**config.mk**
```make
export PLATFORM = sky130hd
export DESIGN_NAME = checkpointed_ras
export DESIGN_NICKNAME = d
export VERILOG_FILES = /design/src/rtl/ras_pkg.sv /design/src/rtl/ras_store.sv /design/src/rtl/ras_ctrl.sv /design/src/rtl/ras_ckpt.sv /design/src/rtl/checkpointed_ras.sv
export SDC_FILE = /design/constraint.sdc
export NUM_CORES = 1
export LEC_CHECK = 0
export BUFFER_PORTS_ARGS = -buffer_cell sky130_fd_sc_hd__buf_2
export CAP_MARGIN = 20
export CORE_MARGIN = 10
export CORE_UTILIZATION = 23
export CTS_CLUSTER_DIAMETER = 30
export DETAILED_ROUTE_END_ITERATION = 6
export GPL_ROUTABILITY_DRIVEN = 0
export HOLD_SLACK_MARGIN = 0.08
export PLACE_DENSITY_LB_ADDON = 0.1
export SLEW_MARGIN = 20
export SYNTH_ARGS = -nofsm -noshare
export SYNTH_HDL_FRONTEND = slang
export SYNTH_HIERARCHICAL = 1
export SYNTH_SLANG_ARGS = --single-unit
```
**constraint.sdc**
```tcl
create_clock -name clk -period 2.3 [get_ports clk]
set_input_delay 0.115 -clock clk [delete_from_list [all_inputs] [get_ports clk]]
set_output_delay 0.115 -clock clk [all_outputs]
set_load 0.05 [all_outputs]
```
**src/rtl/ras_pkg.sv**
```systemverilog
package ras_pkg;
  // Source of the single write into the entry array in a cycle
  typedef enum logic [1:0] {
    WR_NONE    = 2'd0,
    WR_PUSH    = 2'd1,
    WR_REPLACE = 2'd2,
    WR_RESTORE = 2'd3
  } wr_src_e;
endpackage

```
**src/rtl/ras_store.sv**
```systemverilog
module ras_store #(
  parameter int DEPTH = 8,
  parameter int AW    = 32,
  parameter int PTR_W = 3
) (
  input  logic             clk,
  input  logic             we_i,
  input  logic [PTR_W-1:0] widx_i,
  input  logic [AW-1:0]    wdata_i,
  input  logic [PTR_W-1:0] ridx_i,
  output logic [AW-1:0]    rdata_o
);
  logic [AW-1:0] entry_q [DEPTH];

  // Data array: no reset, one clock enable per entry
  for (genvar g = 0; g < DEPTH; g++) begin : g_entry
    logic en;
    assign en = we_i && (widx_i == PTR_W'(g));
    always_ff @(posedge clk) begin
      if (en) entry_q[g] <= wdata_i;
    end
  end

  assign rdata_o = entry_q[ridx_i];
endmodule

```
**src/rtl/ras_ctrl.sv**
```systemverilog
module ras_ctrl
  import ras_pkg::*;
#(
  parameter int DEPTH = 8,
  parameter int AW    = 32,
  parameter int PTR_W = 3,
  parameter int CNT_W = 4
) (
  input  logic             clk,
  input  logic             rst_n,
  input  logic             call_i,
  input  logic             ret_i,
  input  logic [AW-1:0]    ret_addr_i,
  input  logic             restore_i,
  input  logic [PTR_W-1:0] rs_tos_i,
  input  logic [CNT_W-1:0] rs_cnt_i,
  input  logic [AW-1:0]    rs_top_i,
  output logic [PTR_W-1:0] tos_o,
  output logic [CNT_W-1:0] cnt_o,
  output logic             we_o,
  output logic [PTR_W-1:0] widx_o,
  output logic [AW-1:0]    wdata_o
);
  localparam logic [PTR_W-1:0] LAST_IDX = PTR_W'(DEPTH - 1);
  localparam logic [CNT_W-1:0] FULL_CNT = CNT_W'(DEPTH);

  logic [PTR_W-1:0] tos_q, tos_d;
  logic [CNT_W-1:0] cnt_q, cnt_d;
  logic             upd_en;
  wr_src_e          src;
  logic             not_empty;

  assign not_empty = (cnt_q != '0);

  always_comb begin
    tos_d = tos_q;
    cnt_d = cnt_q;
    src   = WR_NONE;
    if (restore_i) begin
      tos_d = rs_tos_i;
      cnt_d = rs_cnt_i;
      src   = WR_RESTORE;
    end else if (call_i && ret_i && not_empty) begin
      src = WR_REPLACE;
    end else if (call_i) begin
      tos_d = (tos_q == LAST_IDX) ? '0 : tos_q + 1'b1;
      cnt_d = (cnt_q == FULL_CNT) ? cnt_q : cnt_q + 1'b1;
      src   = WR_PUSH;
    end else if (ret_i && not_empty) begin
      tos_d = (tos_q == '0) ? LAST_IDX : tos_q - 1'b1;
      cnt_d = cnt_q - 1'b1;
    end
  end

  always_comb begin
    we_o    = (src != WR_NONE);
    wdata_o = (src == WR_RESTORE) ? rs_top_i : ret_addr_i;
    unique case (src)
      WR_PUSH:    widx_o = tos_d;
      WR_RESTORE: widx_o = rs_tos_i;
      default:    widx_o = tos_q;
    endcase
  end

  assign upd_en = restore_i || call_i || ret_i;

  always_ff @(posedge clk or negedge rst_n) begin
    if (!rst_n) begin
      tos_q <= '0;
      cnt_q <= '0;
    end else if (upd_en) begin
      tos_q <= tos_d;
      cnt_q <= cnt_d;
    end
  end

  assign tos_o = tos_q;
  assign cnt_o = cnt_q;
endmodule

```
**src/rtl/ras_ckpt.sv**
```systemverilog
module ras_ckpt #(
  parameter int SLOTS = 4,
  parameter int AW    = 32,
  parameter int PTR_W = 3,
  parameter int CNT_W = 4,
  parameter int TAG_W = 2
) (
  input  logic             clk,
  input  logic             rst_n,
  input  logic             save_i,
  input  logic             restore_i,
  input  logic [TAG_W-1:0] rtag_i,
  input  logic [PTR_W-1:0] cur_tos_i,
  input  logic [CNT_W-1:0] cur_cnt_i,
  input  logic [AW-1:0]    cur_top_i,
  output logic [TAG_W-1:0] tag_o,
  output logic [PTR_W-1:0] rs_tos_o,
  output logic [CNT_W-1:0] rs_cnt_o,
  output logic [AW-1:0]    rs_top_o
);
  localparam logic [TAG_W-1:0] LAST_TAG = TAG_W'(SLOTS - 1);

  logic [TAG_W-1:0] alloc_q, alloc_d;
  logic             take;
  logic [PTR_W-1:0] s_tos_q [SLOTS];
  logic [CNT_W-1:0] s_cnt_q [SLOTS];
  logic [AW-1:0]    s_top_q [SLOTS];

  assign take    = save_i && !restore_i;
  assign alloc_d = (alloc_q == LAST_TAG) ? '0 : alloc_q + 1'b1;

  always_ff @(posedge clk or negedge rst_n) begin
    if (!rst_n)    alloc_q <= '0;
    else if (take) alloc_q <= alloc_d;
  end

  for (genvar g = 0; g < SLOTS; g++) begin : g_slot
    logic en;
    assign en = take && (alloc_q == TAG_W'(g));
    always_ff @(posedge clk) begin
      if (en) begin
        s_tos_q[g] <= cur_tos_i;
        s_cnt_q[g] <= cur_cnt_i;
        s_top_q[g] <= cur_top_i;
      end
    end
  end

  assign tag_o    = alloc_q;
  assign rs_tos_o = s_tos_q[rtag_i];
  assign rs_cnt_o = s_cnt_q[rtag_i];
  assign rs_top_o = s_top_q[rtag_i];
endmodule

```
**src/rtl/checkpointed_ras.sv**
```systemverilog
module checkpointed_ras #(
  parameter int DEPTH      = 8,
  parameter int AW         = 32,
  parameter int CKPT_SLOTS = 4,
  parameter int TAG_W      = $clog2(CKPT_SLOTS)
) (
  input  logic             clk,
  input  logic             rst_n,
  input  logic             call_i,
  input  logic             ret_i,
  input  logic [AW-1:0]    ret_addr_i,
  input  logic             ckpt_save_i,
  output logic [TAG_W-1:0] ckpt_tag_o,
  input  logic             restore_i,
  input  logic [TAG_W-1:0] restore_tag_i,
  output logic [AW-1:0]    pred_target_o,
  output logic             pred_valid_o
);
  localparam int PTR_W = (DEPTH > 1) ? $clog2(DEPTH) : 1;
  localparam int CNT_W = $clog2(DEPTH + 1);

  logic             rst_meta_q, rst_sync_n;
  logic [PTR_W-1:0] tos, rs_tos, widx;
  logic [CNT_W-1:0] cnt_q, rs_cnt;
  logic [AW-1:0]    top, rs_top, wdata;
  logic             we;

  // Reset asserts at once, releases on the clock
  always_ff @(posedge clk or negedge rst_n) begin
    if (!rst_n) begin
      rst_meta_q <= 1'b0;
      rst_sync_n <= 1'b0;
    end else begin
      rst_meta_q <= 1'b1;
      rst_sync_n <= rst_meta_q;
    end
  end

  ras_ctrl #(.DEPTH(DEPTH), .AW(AW), .PTR_W(PTR_W), .CNT_W(CNT_W)) u_ctrl (
    .clk(clk), .rst_n(rst_sync_n),
    .call_i(call_i), .ret_i(ret_i), .ret_addr_i(ret_addr_i),
    .restore_i(restore_i), .rs_tos_i(rs_tos), .rs_cnt_i(rs_cnt), .rs_top_i(rs_top),
    .tos_o(tos), .cnt_o(cnt_q), .we_o(we), .widx_o(widx), .wdata_o(wdata)
  );

  ras_store #(.DEPTH(DEPTH), .AW(AW), .PTR_W(PTR_W)) u_store (
    .clk(clk), .we_i(we), .widx_i(widx), .wdata_i(wdata),
    .ridx_i(tos), .rdata_o(top)
  );

  ras_ckpt #(.SLOTS(CKPT_SLOTS), .AW(AW), .PTR_W(PTR_W), .CNT_W(CNT_W), .TAG_W(TAG_W)) u_ckpt (
    .clk(clk), .rst_n(rst_sync_n),
    .save_i(ckpt_save_i), .restore_i(restore_i), .rtag_i(restore_tag_i),
    .cur_tos_i(tos), .cur_cnt_i(cnt_q), .cur_top_i(top),
    .tag_o(ckpt_tag_o), .rs_tos_o(rs_tos), .rs_cnt_o(rs_cnt), .rs_top_o(rs_top)
  );

  assign pred_target_o = top;
  assign pred_valid_o  = (cnt_q != '0);
endmodule

```
## After elaboration in Yosys (flattened, before gate mapping)

Memory sizes are Yosys's and may differ from the RTL's.
Index checks and enable logic that the tools add are counted.

| storage, ports and cells | value |
|---|---|
| output and inout bits | 35 |
| memories | 4 |
| memory bits (writable) | 412 |
| register bits | 11 |
| bits of input ports | 40 |
| word-level logic and storage cells | 161 |

| operators by class | value |
|---|---|
| $add $sub $neg | 5 |
| eq/ne operators | 16 |
| mux-type cells | 89 |
| reduce and logical (&&, ||, !) cells | 42 |

Memory list:

| name | depth | bits a word | read ports | clocked after Yosys merged registers in | wr ports | line | RTL |
|---|---|---|---|---|---|---|---|
| u_store.entry_q | 8 | 32 | 1 | 0 | 1 | ras_store.sv:13 | `logic [AW-1:0] entry_q [DEPTH];` |
| u_ckpt.s_top_q | 4 | 32 | 1 | 0 | 1 | ras_ckpt.sv:27 | `logic [AW-1:0] s_top_q [SLOTS];` |
| u_ckpt.s_cnt_q | 4 | 4 | 1 | 0 | 1 | ras_ckpt.sv:26 | `logic [CNT_W-1:0] s_cnt_q [SLOTS];` |
| u_ckpt.s_tos_q | 4 | 3 | 1 | 0 | 1 | ras_ckpt.sv:25 | `logic [PTR_W-1:0] s_tos_q [SLOTS];` |

Operator list:

| cell | count |
|---|---|
| 32-bit 2-to-1 mux | 11 |
| 32-bit OR reduction | 10 |
| 3-bit 2-to-1 mux | 16 |
| 1-bit 2-to-1 mux | 41 |
| 4-bit 2-to-1 mux | 8 |
| 2-bit 2-to-1 mux | 12 |
| 1-bit logical AND | 16 |
| 3-bit == test, second input constant | 5 |
| 4-bit OR reduction | 3 |
| 3-bit OR reduction | 3 |
| 2-bit == test, second input constant | 3 |
| 3-bit by 2-bit == test with 1-bit output, second input constant | 2 |
| 3-bit logical NOT | 2 |
| 3-bit case mux with 2 select lines | 1 |
| 4-bit by 1-bit adder with 4-bit output, second input constant | 1 |
| 2-bit by 1-bit == test with 1-bit output, second input constant | 2 |
| 4-bit == test, second input constant | 1 |
| 4-bit AND reduction | 1 |
| 4-bit nonzero test | 1 |
| 4-bit by 1-bit subtractor with 4-bit output, second input constant | 1 |
| 3-bit by 1-bit adder with 3-bit output, second input constant | 1 |
| 3-bit by 1-bit == test with 1-bit output, second input constant | 1 |
| 3-bit != test, second input constant | 1 |
| 3-bit nonzero test | 1 |
| 7 further kinds | 8 |

## Depth between registers and ports, before layout

Gate-level depths: netlist of the first run.

| logic depth | value |
|---|---|
| word-level depth | 19 |
| gate-level depth with buffers | 7 |
| mapped depth without buffers | 7 |

## Modules after synthesis

Netlist of the first run, hierarchy kept.

Modules (own cells, without submodules):

| module | sequential area each (um2) | instances | area each (um2) | cells each |
|---|---|---|---|---|
| ras_store | 7687.4 | 1 | 9825.7 | 383 |
| ras_ckpt | 4734.5 | 1 | 5783.0 | 219 |
| ras_ctrl | 175.2 | 1 | 1061.0 | 116 |
| checkpointed_ras | 50.0 | 1 | 61.3 | 4 |

## Least setup slack after synthesis of the first run

No wires, ideal clock.

| timing path | value |
|---|---|
| kind | reg2reg |
| from | register u_ctrl.cnt_q[3] (netlist: u_ctrl/cnt_o[3]) |
| to | memory u_store.entry_q[0][0], enable pin |
| clock period less this slack | 4.408 ns |
| setup time | 0.461 ns |
| arrival time | 3.947 ns |
| cell stages (with the launch flop) | 7 |
| path slack | -2.108 ns |
| buffers on the path | 0 |
| data required time | 1.839 ns |
| cell sequence | dfrtp_1 o41ai_2 nand2_1 mux2i_1 o21ai_0 nand2b_1 nor3_1 |

| between the ends | value |
|---|---|
| elaborated cells on any way between the ends | 66 |
| classes of those cells | eq/ne (9); mux (37); reduce/logical (20) |

RTL lines:

| item | line | RTL |
|---|---|---|
| from (decl) | ras_ctrl.sv:28 | `logic [CNT_W-1:0] cnt_q, cnt_d;` |
| from (signal assigned) | ras_ctrl.sv:73 | `cnt_q <= cnt_d;` |
| 4-bit nonzero test * | ras_ctrl.sv:33 | `assign not_empty = (cnt_q != '0);` |
| 1-bit logical AND | ras_ctrl.sv:49 | `end else if (ret_i && not_empty) begin` |
| 3-bit 2-to-1 mux | ras_ctrl.sv:49 |  |
| 3-bit 2-to-1 mux | ras_ctrl.sv:45 | `end else if (call_i) begin` |
| 3-bit 2-to-1 mux | ras_ctrl.sv:43 | `end else if (call_i && ret_i && not_empty) begin` |
| 3-bit 2-to-1 mux | ras_ctrl.sv:39 | `if (restore_i) begin` |
| 3-bit case mux with 2 select lines * | ras_ctrl.sv:58 | `unique case (src)` |
| via widx[1] | checkpointed_ras.sv:23 | `logic [PTR_W-1:0] tos, rs_tos, widx;` |
| 3-bit logical NOT * | ras_store.sv:18 | `assign en = we_i && (widx_i == PTR_W'(g));` |
| 1-bit logical AND * | ras_store.sv:18 |  |
| via u_store.g_entry[0].en | ras_store.sv:17 | `logic en;` |
| 1-bit 2-to-1 mux * | ras_store.sv:20 | `if (en) entry_q[g] <= wdata_i;` |
| 1-bit 2-to-1 mux (not written as such) * | ras_store.sv:20 |  |
| 1-bit 2-to-1 mux (no source line) * (7 in series) | n/a |  |
| to (decl) | ras_store.sv:13 |  |

The timed path passes the listed nets; every way through them passes the cells marked *.

## Worst setup path after layout of the first run

| timing path | value |
|---|---|
| from | register u_ctrl.tos_q[0] (netlist: u_ctrl/tos_o[0]) |
| to | output pred_target_o[16] |

| between the ends | value |
|---|---|
| cells in the longest elaborated chain, start to end | 1 |

Ends and longest elaborated chain:

| item | line | RTL |
|---|---|---|
| from (decl) | ras_ctrl.sv:27 | `logic [PTR_W-1:0] tos_q, tos_d;` |
| from (signal assigned) | ras_ctrl.sv:72 | `tos_q <= tos_d;` |
| memory 8 x 32 bit | n/a |  |
| to (decl) | checkpointed_ras.sv:16 | `output logic [AW-1:0] pred_target_o,` |

No other way between the ends.

==> results of run 1 <==
-- registers in the layout, summed over array words and instances (netlist names) --
register	count
u_store/entry_q	256
u_ctrl/tos_o	3
u_ckpt/s_cnt_q	16
rst_sync_n	1
u_ckpt/tag_o	2
u_ctrl/cnt_o	4
rst_meta_q	1
u_ckpt/s_top_q	128
u_ckpt/s_tos_q	12
-- report_power, final --
| group | switching, mW | internal, mW | total (mW) |
|---|---|---|---|
| logic | 3.41 | 2.98 | 6.40 |
| clock network | 4.73 | 10.0 | 14.7 |
| registers | 0.217 | 9.76 | 9.98 |
| total | 8.36 | 22.8 | 31.1 |
-- final cells by class --
cell class	instances	area (sq um)
clock buffers	123	2823
clock inverters	84	832.0
fillers	6806	47170
inverters	6	22.52
multi-input cells	260	3991
flip-flops and latches	423	12650
well taps	950	1189
repair buffers	256	3168
-- stage by stage --
step | worst slack [ns] | utilization
after global placement | -0.03095 | 0.2639
after global routing | -0.3893 | 0.3435
after detailed placement | -0.02836 | 0.2639
after floorplan | -0.5932 | -
after CTS | -0.3920 | 0.3381
final | -0.3186 | 0.3435
-- worst max path at each step --
stage                     cells after the start                      to
after floorplan                               6   u_store/entry_q[2][0]
after global placement                        8  u_store/entry_q[1][31]
after detailed placement                      8  u_store/entry_q[6][30]
after CTS                                     6       pred_target_o[14]
after global routing                          5        pred_target_o[9]
final                                         6       pred_target_o[16]
-- critical path, cell delays in order (launching register included) --
cell and delay, ns:
dfrtp_4 0.50, buf_8 0.14, buf_4 0.15, buf_16 0.13, mux4_2 0.47, mux2_4 0.31, buf_6 0.16
-- synth_stat cells (2+ instances only) --
cell,n
a211oi_1,2
ha_1,10
mux2_2,66
nand3_1,2
mux4_1,40
o21ai_0,3
buf_2,9
nor2_1,15
buf_6,9
nor3_1,6
buf_4,2
dfrtp_1,11
edfxtp_1,412
and2_1,4
xnor2_1,2
inv_1,6
nand2b_1,5
nand2_1,11
mux2i_1,5
o21ai_1,4
buf_1,6
a21oi_1,5
o211ai_1,2
clkbuf_1,7
mux4_2,63
-- layer usage --
| metal | GRT usage | vias up | routed length, um |
|---|---|---|---|
| li1 | - | 3789 | - |
| met1 | 0.1423 | 4555 | 20960 |
| met2 | 0.1754 | 169 | 22630 |
| met3 | 0.02874 | 90 | 1745 |
| met4 | 0.03854 | 0 | 1057 |
| met5 | 0 | - | 0 |
-- logic make-up after synthesis --
kind of cell | after synthesis | synth area share
other | 1 | 0.0002241
and+or+nand+nor | 47 | 0.01331
buffers and inverters | 39 | 0.01391
adders and majority gates | 11 | 0.008675
AOI/OAI and AO/OA | 24 | 0.01137
DFF | 423 | 0.7559
muxes | 174 | 0.1950
xor gates and xnor gates | 3 | 0.001571
-- repair_timing --
action / in CTS / in global routing
pin swaps: 6 / 13
endpoints found under the hold margin: 266 / 0
setup endpoints to repair: 248 / 288
cloned: 16 / 12
hold buffers: 37 / 0
buffers inserted: 44 / 17
gates resized for setup: 201 / 34
==> impl_metrics.py, run 1 <==
metrics = {
    "status": {
        "status": "complete, but fails checks",
        "violations": "setup timing",
    },
    "synthesis": {
        "async_flop_share": 0.02600,
        "yosys.cell_types.count": 40,
        "syn_nets": 773,
        "syn_area_per_cell_sq_um": 23.17,
        "synth_edf_count": 412,
        "netlist_top_cells_area": "edfxtp_1 74%, mux4_2 8.5%, mux4_1 6.3%, mux2_2 4.4%, dfrtp_1 1.6%",
        "ys_warn_count": 6,
        "synthDominantCellAreaShare": 0.7395,
        "synth-seq-area-share": 0.7559,
        "netlist_area_sq_mm": 0.01673,
        "ys.flop_type": "edfxtp_1",
        "synth_cells": 722,
        "synth_area_leader_cell": "edfxtp_1",
        "ys_seq_elements": 423,
    },
    "timing": {
        "fin_tns_setup_ns": -17.36,
        "fin_skew_ns": 0.04156,
        "hold_viol_final": 0,
        "relSlewSlack": 0.5949,
        "max_freq_ghz": 0.3819,
        "period_needed_ns": 2.619,
        "worst_slew_pin_slew_ns": 0.6076,
        "layout_setup_ws_ns": -0.3186,
        "rsz0062_at_grt": "yes",
        "finalSetupViolCount": 204,
        "period_share": 1.139,
        "fin_hold_ws_ns": 0.1221,
        "slew_viol_final": 0,
    },
    "grt": {
        "antenna_found_initial": 0,
        "grt_max_degree": 40,
        "grt_first_pass_wirelength_um": 66940,
        "gr-total-overflow": 0,
        "grt_pass1_vias": 9700,
        "track_usage": 0.1097,
    },
    "routing": {
        "route.vias.total": 8603,
        "vias_per_cell": 4.093,
        "wire_per_inst_um": 22.07,
        "drtIter0Drc": 511,
        "postRouteAntennaNets": 0,
        "drc": 0,
        "routed_wl_um": 46390,
        "firstDrtPassIters": 5,
    },
    "min_path": {
        "hold_path_startpoint": "restore_tag_i[0]",
        "whs_endpoint": "u_ctrl/tos_o[0]",
        "hold_path_depth": 4,
        "hold_path.class": "in -> reg",
    },
    "worst_setup_path": {
        "worstPathRequired_ns": 2.18,
        "arrival_ns": 2.50,
        "worstReg2RegStart": "u_ctrl/cnt_o[3]",
        "r2r_end": "u_store/entry_q[2][7]",
        "crit_path_start": "u_ctrl/tos_o[0]",
        "r2r_slack_ns": -0.12,
        "crit_path_max_fanout": 4,
        "worst_setup_path_end_kind": "primary output",
        "worstSetupPathType": "reg -> out",
        "worst-r2r-cell-count": 9,
        "cp-start-kind": "flop",
    },
    "floorplanning": {
        "dieArea_sq_mm": 0.08393,
        "ios": 75,
        "die_y_um": 289.7,
        "rows": 98,
        "initial_core_util": 0.2328,
        "die_w_um": 289.7,
        "core_area_sq_mm": 0.07185,
    },
    "clock_network": {
        "clk_path_buf_depth": 3,
        "h-tree-depth": 3,
        "clk_pin_slew_ns": 0.04,
        "cts_tree": "done",
        "clock_sinks": 423,
        "cts_buffers": 110,
        "clock_latency_ns": 0.66,
        "clockRootBuffer": "clkbuf_16",
    },
    "power_and_ir_drop": {
        "p_total_mw": 31.12,
        "ir_drop_mv": 0.5727,
        "power_leakage_nw": 8.628,
        "power_density_mw_per_mm2": 1261,
    },
    "cells_and_area": {
        "final_layout_size_suffix_gt1_frac": 0.5087,
        "layout_commonest_cell": "edfxtp_1",
        "final_nets": 1108,
        "layout_common_cells": "412 x edfxtp_1, 122 x clkbuf_16, 100 x mux4_2, 55 x buf_4",
        "syn_to_final_growth_pct": 47.51,
        "design_area_sq_mm": 0.02468,
        "fin_cells": 2102,
        "insertedDiodeCount": 0,
    },
    "place": {
        "dpl.hpwl_um": 25140,
        "portBuffers": 74,
        "place_area_sq_mm": 0.01896,
        "place_inst": 1775,
    },
    "job": {
        "max_cap_violations": 0,
    },
}
Power figures use the tool's default switching activity.
==> inputs of run 2 (changes only) <==
- CTS_BUF_LIST: not set -> sky130_fd_sc_hd__clkbuf_8
==> run 2 against run 1 <==
The flow still finishes with violations (setup timing); fmax decreased by 2.1%; critical endpoint is now pred_target_o[18]; sequential share of layout area rose by 2.5 points; sequential power is essentially flat; register-to-register slack got worse by 0.04 ns; non-clock buffer count up 9; flip-flop and latch count did not move; total power shrank 16%.
==> impl_metrics.py, run 2 (synthesis results as in run 1) <==
metrics = {
    "worst_setup_path": {
        "cpMostUsedCell": "buf_12",
        "slowest_stage": "dfrtp_4",
        "crit_path_max_fanout": 5,
        "arrival_ns": 2.56,
        "crit_chain": "buf_6 -> buf_12 -> buf_12 -> mux4_2 -> mux2_4 -> buf_8",
        "cp-start-kind": "flop",
        "worstPathRequired_ns": 2.18,
        "cp_top_family": "multiplexers",
        "worstSetupPathType": "reg -> out",
        "worst_setup_path_end_kind": "primary output",
        "critPathBufInv": 4,
        "cp_slowest_stage_delay_ns": 0.50,
    },
    "floorplanning": {
        "core_area_sq_mm": 0.07185,
        "rows": 98,
        "dieArea_sq_mm": 0.08393,
        "die_w_um": 289.7,
        "die_y_um": 289.7,
        "ios": 75,
        "initial_core_util": 0.2328,
    },
    "cells_and_area": {
        "largest_reg_flops": 256,
        "layout_common_cells": "412 x edfxtp_1, 110 x clkbuf_8, 99 x mux4_2, 53 x buf_4",
        "regArea_sq_mm": 0.01265,
        "syn_to_final_growth_pct": 40.62,
        "top_register": "u_store/entry_q",
        "multi_input_area_sq_mm": 0.003990,
        "top_regs": "u_store/entry_q: 256 flops, u_ckpt/s_top_q: 128 flops, u_ckpt/s_cnt_q: 16 flops",
        "design_area_sq_mm": 0.02353,
        "final_nets": 1117,
        "final_layout_size_suffix_gt1_frac": 0.5030,
        "fillers": 6939,
        "layout_commonest_cell": "edfxtp_1",
    },
    "power_and_ir_drop": {
        "power_leakage_nw": 8.178,
        "p_total_mw": 26.05,
        "power_density_mw_per_mm2": 1107,
        "ir_drop_mv": 0.5910,
    },
    "timing": {
        "relSlewSlack": 0.5890,
        "finalSetupViolCount": 288,
        "max_freq_ghz": 0.3739,
        "worst_slew_pin_slew_ns": 0.6165,
        "period_needed_ns": 2.674,
        "layout_setup_ws_ns": -0.3742,
        "rsz0062_at_grt": "yes",
        "fin_skew_ns": 0.05174,
        "slew_viol_final": 0,
        "hold_viol_final": 0,
        "period_share": 1.163,
    },
    "clock_network": {
        "h-tree-depth": 3,
        "clockRootBuffer": "clkbuf_8",
        "clock_sinks": 423,
        "clk_pin_slew_ns": 0.05,
        "cts_buffers": 110,
        "clock_latency_ns": 0.73,
        "cts_tree": "done",
        "clk_path_buf_depth": 3,
    },
    "place": {
        "portBuffers": 74,
        "dpl.hpwl_um": 25140,
        "place_area_sq_mm": 0.01896,
    },
    "grt": {
        "track_usage": 0.1119,
        "grt_first_pass_wirelength_um": 67990,
        "gr-total-overflow": 0,
        "grt_pass1_vias": 9819,
        "antenna_found_initial": 1,
        "grt.met3_usage": 0.02734,
        "globalRouteMet1Util": 0.1445,
        "grt_max_degree": 40,
        "use_met2": 0.1810,
        "grt.busiest_layer": "met2",
    },
    "routing": {
        "firstDrtPassIters": 6,
        "wire_per_inst_um": 21.91,
        "drtIter0Drc": 475,
        "vias_per_cell": 4.095,
        "drc": 0,
        "postRouteAntennaNets": 0,
        "route.vias.total": 8665,
        "routed_wl_um": 46360,
    },
    "status": {
        "violations": "setup timing",
        "status": "complete, but fails checks",
    },
    "min_path": {
        "hold_path.class": "reg -> async",
    },
    "job": {
        "max_cap_violations": 0,
    },
}
## run 2: changes by cell type in the layout (fill, tap and decap cells not counted), sizes merged
cell,previous run,this run
clkinvlp,12,10
diode,0,5
buf,207,217
bufbuf,1,2
inv,12,30
bufinv,11,10
clkbuf,134,114
dlygate4sd3,37,42
clkinv,55,53
## run 2: per-stage QoR
stage / hold WS [ns] / utilization / cells / setup slack (ns) / setup TNS [ns]
2_1_floorplan: -0.1806 / - / 722 / -0.5932 / -143.07
3_3_place_gp: -0.1004 / 0.2639 / 1775 / -0.03095 / -2.599
3_5_place_dp: -0.09757 / 0.2639 / 1775 / -0.02836 / -1.596
4_1_cts: 0.2161 / 0.3238 / 2096 / -0.4777 / -33.42
5_1_grt: 0.2354 / 0.3274 / 2116 / -0.4864 / -65.99
6_report: 0.1922 / 0.3274 / 2116 / -0.3742 / -37.01
## run 2: worst paths after layout
kind / startpoint / end / slack, ns / depth (start not counted)
worst max register to register: u_ctrl/cnt_o[1] / u_store/entry_q[4][22] / -0.16 / 11
worst min-delay path: rst_sync_n / u_ctrl/tos_o[0] / 0.19 / 0
min in group clk: rst_meta_q / rst_sync_n / 0.35 / 0
worst min register to register: rst_sync_n / u_ctrl/tos_o[0] / 0.19 / 0
worst max-delay path: u_ctrl/tos_o[0] / pred_target_o[18] / -0.37 / 6
max in group asynchronous: rst_sync_n / u_ctrl/cnt_o[1] / 1.72 / 0
## run 2: final cells by class
type / instances / area share
Sequential cell: 423 / 0.5379
Multi-Input combinational cell: 260 / 0.1696
Timing Repair Buffer: 265 / 0.1427
Clock buffer: 110 / 0.06435
Tap cell: 950 / 0.05052
Clock inverter: 97 / 0.03345
Inverter: 6 / 0.0009572
Antenna cell: 5 / 0.0005318
## run 2: repair_timing
action,4_1_cts,5_1_grt
resized for setup,210,41
endpoints found under the setup margin,127,288
endpoints found under the hold margin,267,0
pin swaps,14,6
cloned,23,5
buffers inserted,49,18
hold buffers,42,0
## run 2: layer usage
metal | part of all wire | vias up
met1 | 0.45 | 4602
met5 | 0 | -
li1 | - | 3803
met3 | 0.038 | 83
met2 | 0.49 | 177
met4 | 0.023 | 0
## run 2: power breakdown
group	switching (mW)	internal (mW)
Sequential	0.214	9.75
Combinational	3.44	3.06
Clock	3.91	5.68
==> inputs of run 3 (changes only) <==
- clock period: 2.3 -> 3.4 ns (I/O delays scaled with it)
==> run 3 against run 2 <==
The run now ends clean; utilization decreased by 2.6 points; combinational power decreased by 55%; via count decreased by 5.2%; register-to-register slack improved by 0.78 ns; sequential share of layout area increased by 4.6 points.
==> impl_metrics.py, run 3 (synthesis results as in run 1) <==
metrics = {
    "status": {
        "status": "completed",
    },
    "cells_and_area": {
        "top_register": "u_store/entry_q",
        "regArea_sq_mm": 0.01265,
        "top_regs": "u_store/entry_q: 256 flops, u_ckpt/s_top_q: 128 flops, u_ckpt/s_cnt_q: 16 flops",
        "final_nets": 1007,
        "post-route-util": 0.3014,
        "layout_commonest_cell": "edfxtp_1",
        "largest_reg_flops": 256,
        "layout_common_cells": "412 x edfxtp_1, 112 x clkbuf_8, 73 x buf_2, 66 x mux2_2, 63 x mux4_2",
        "fillers": 7070,
        "design_area_sq_mm": 0.02165,
        "syn_to_final_growth_pct": 29.43,
        "final_layout_size_suffix_gt1_frac": 0.4181,
        "fin_cells": 2001,
        "multi_input_area_sq_mm": 0.003924,
    },
    "routing": {
        "wire_per_inst_um": 20.62,
        "firstDrtPassIters": 4,
        "drtIter0Drc": 412,
        "drc": 0,
        "routed_wl_um": 41270,
        "route.vias.total": 8217,
        "postRouteAntennaNets": 0,
        "vias_per_cell": 4.106,
    },
    "min_path": {
        "hold_path.class": "reg -> async",
    },
    "worst_setup_path": {
        "r2r_slack_ns": 0.62,
        "crit_path_max_fanout": 38,
        "cp-start-kind": "flop",
        "worstReg2RegStart": "u_ctrl/cnt_o[3]",
        "arrival_ns": 3.01,
        "cp-endpoint": "pred_target_o[25]",
        "crit_chain": "buf_4 -> mux4_1 -> mux2_2 -> buf_2",
        "slowest_stage": "mux4_1",
        "worstSetupPathType": "reg -> out",
        "worstPathRequired_ns": 3.23,
        "crit_path_start": "u_ctrl/tos_o[0]",
        "worst_setup_path_end_kind": "primary output",
        "worst-r2r-cell-count": 8,
        "r2r_end": "u_store/entry_q[5][17]",
        "cp_slowest_stage_delay_ns": 0.71,
    },
    "timing": {
        "layout_setup_ws_ns": 0.2233,
        "period_needed_ns": 3.177,
        "max_freq_ghz": 0.3148,
        "fin_skew_ns": 0.03691,
        "period_share": 0.9343,
        "finalSetupViolCount": 0,
        "rsz0062_at_grt": "no",
        "worst_slew_pin_slew_ns": 0.7406,
        "slew_viol_final": 0,
        "hold_viol_final": 0,
        "relSlewSlack": 0.5062,
    },
    "place": {
        "pre_cts_slack_ns": 0.6048,
        "place_inst": 1753,
        "dpl.hpwl_um": 25440,
        "place_area_sq_mm": 0.01852,
        "portBuffers": 74,
    },
    "clock_network": {
        "clock_sinks": 423,
        "clock_latency_ns": 0.70,
        "cts_buffers": 112,
        "cts_resized": 0,
        "clk_path_buf_depth": 3,
        "clockRootBuffer": "clkbuf_8",
        "clk_pin_slew_ns": 0.05,
        "h-tree-depth": 3,
        "cts_tree": "done",
    },
    "floorplanning": {
        "die_y_um": 289.7,
        "initial_core_util": 0.2328,
        "die_w_um": 289.7,
        "dieArea_sq_mm": 0.08393,
        "rows": 98,
        "ios": 75,
        "core_area_sq_mm": 0.07185,
    },
    "power_and_ir_drop": {
        "power_leakage_nw": 7.319,
        "p_sw_mw": 4.807,
        "power_frac_comb": 0.169,
        "p_int_mw": 12.69,
        "p_total_mw": 17.50,
        "seqPwrFrac": 0.385,
        "switching_share": 0.2747,
        "power_density_mw_per_mm2": 808.1,
        "clkPwrFrac": 0.446,
        "ir_drop_mv": 0.3202,
    },
    "grt": {
        "grt_pass1_vias": 9304,
        "grt_first_pass_wirelength_um": 61670,
        "use_met2": 0.1594,
        "grt.busiest_layer": "met2",
        "grt_max_degree": 42,
        "globalRouteMet1Util": 0.1270,
        "antenna_found_initial": 1,
        "gr-total-overflow": 0,
        "track_usage": 0.09959,
        "grt.met3_usage": 0.02515,
    },
    "job": {
        "max_cap_violations": 0,
    },
}
-- run 3: cell types whose count changed in the layout (fill, tap and decap cells not counted), moves of 16 or more --
cell | before | now
mux2_4 | 32 | 0
mux2_2 | 34 | 66
mux4_2 | 99 | 63
buf_16 | 22 | 0
buf_8 | 18 | 0
buf_2 | 41 | 73
buf_6 | 42 | 0
buf_12 | 41 | 5
buf_4 | 53 | 36
bufinv_16 | 10 | 26
mux4_1 | 4 | 40
-- run 3: cell type report --
type                            count  share of cell area
Sequential cell                   423              0.5843
Multi-Input combinational cell    260              0.1812
Clock inverter                     96             0.05524
Timing Repair Buffer              153             0.05200
Clock buffer                      112             0.07119
Tap cell                          950             0.05489
Antenna cell                        1           0.0001156
Inverter                            6            0.001040
-- run 3: power groups by stage --
stage	registers [mW]	clock network, mW	logic (mW)
final	6.74	7.80	2.95
after global routing	6.79	8.33	3.20
after CTS	6.75	8.05	3.06
after detailed placement	6.85	0	3.02
after global placement	6.85	0	3.02
after floorplan	6.87	0	1.94
-- run 3: worst min-delay path by stage --
stage                          start              end  slack, ns  cells past startpoint
CTS                 restore_tag_i[1]  u_ctrl/tos_o[0]       0.14                      4
floorplan                      rst_n       rst_meta_q      -0.13                      0
finish                    rst_sync_n  u_ckpt/tag_o[0]       0.20                      0
global route        restore_tag_i[1]  u_ctrl/tos_o[0]       0.19                      4
global placement               rst_n       rst_sync_n      -0.04                      1
detailed placement             rst_n       rst_sync_n      -0.04                      1
-- run 3: repair_timing --
action,4_1_cts,5_1_grt
hold buffers,39,0
buffers inserted,0,0
endpoints found under the hold margin,266,0
-- run 3: layer usage --
metal  vias up  share of wire
li1       3594              -
met1      4365           0.45
met2       183           0.48
met3        75          0.045
met4         0          0.023
met5         -              0
-- run 3: per-stage QoR --
step / hold WS (ns) / TNS (ns)
after floorplan: -0.1256 / -72.88
after global placement: -0.04487 / 0
after detailed placement: -0.04279 / 0
after CTS: 0.1404 / 0
after global routing: 0.1865 / 0
final: 0.2017 / 0
-- run 3: worst max-delay path: cells and delay by family, from the launching register on --
kind,cells,cell delay [ns]
multiplexers,2,1.05
flip-flops,1,0.43
buffers and inverters,2,0.81
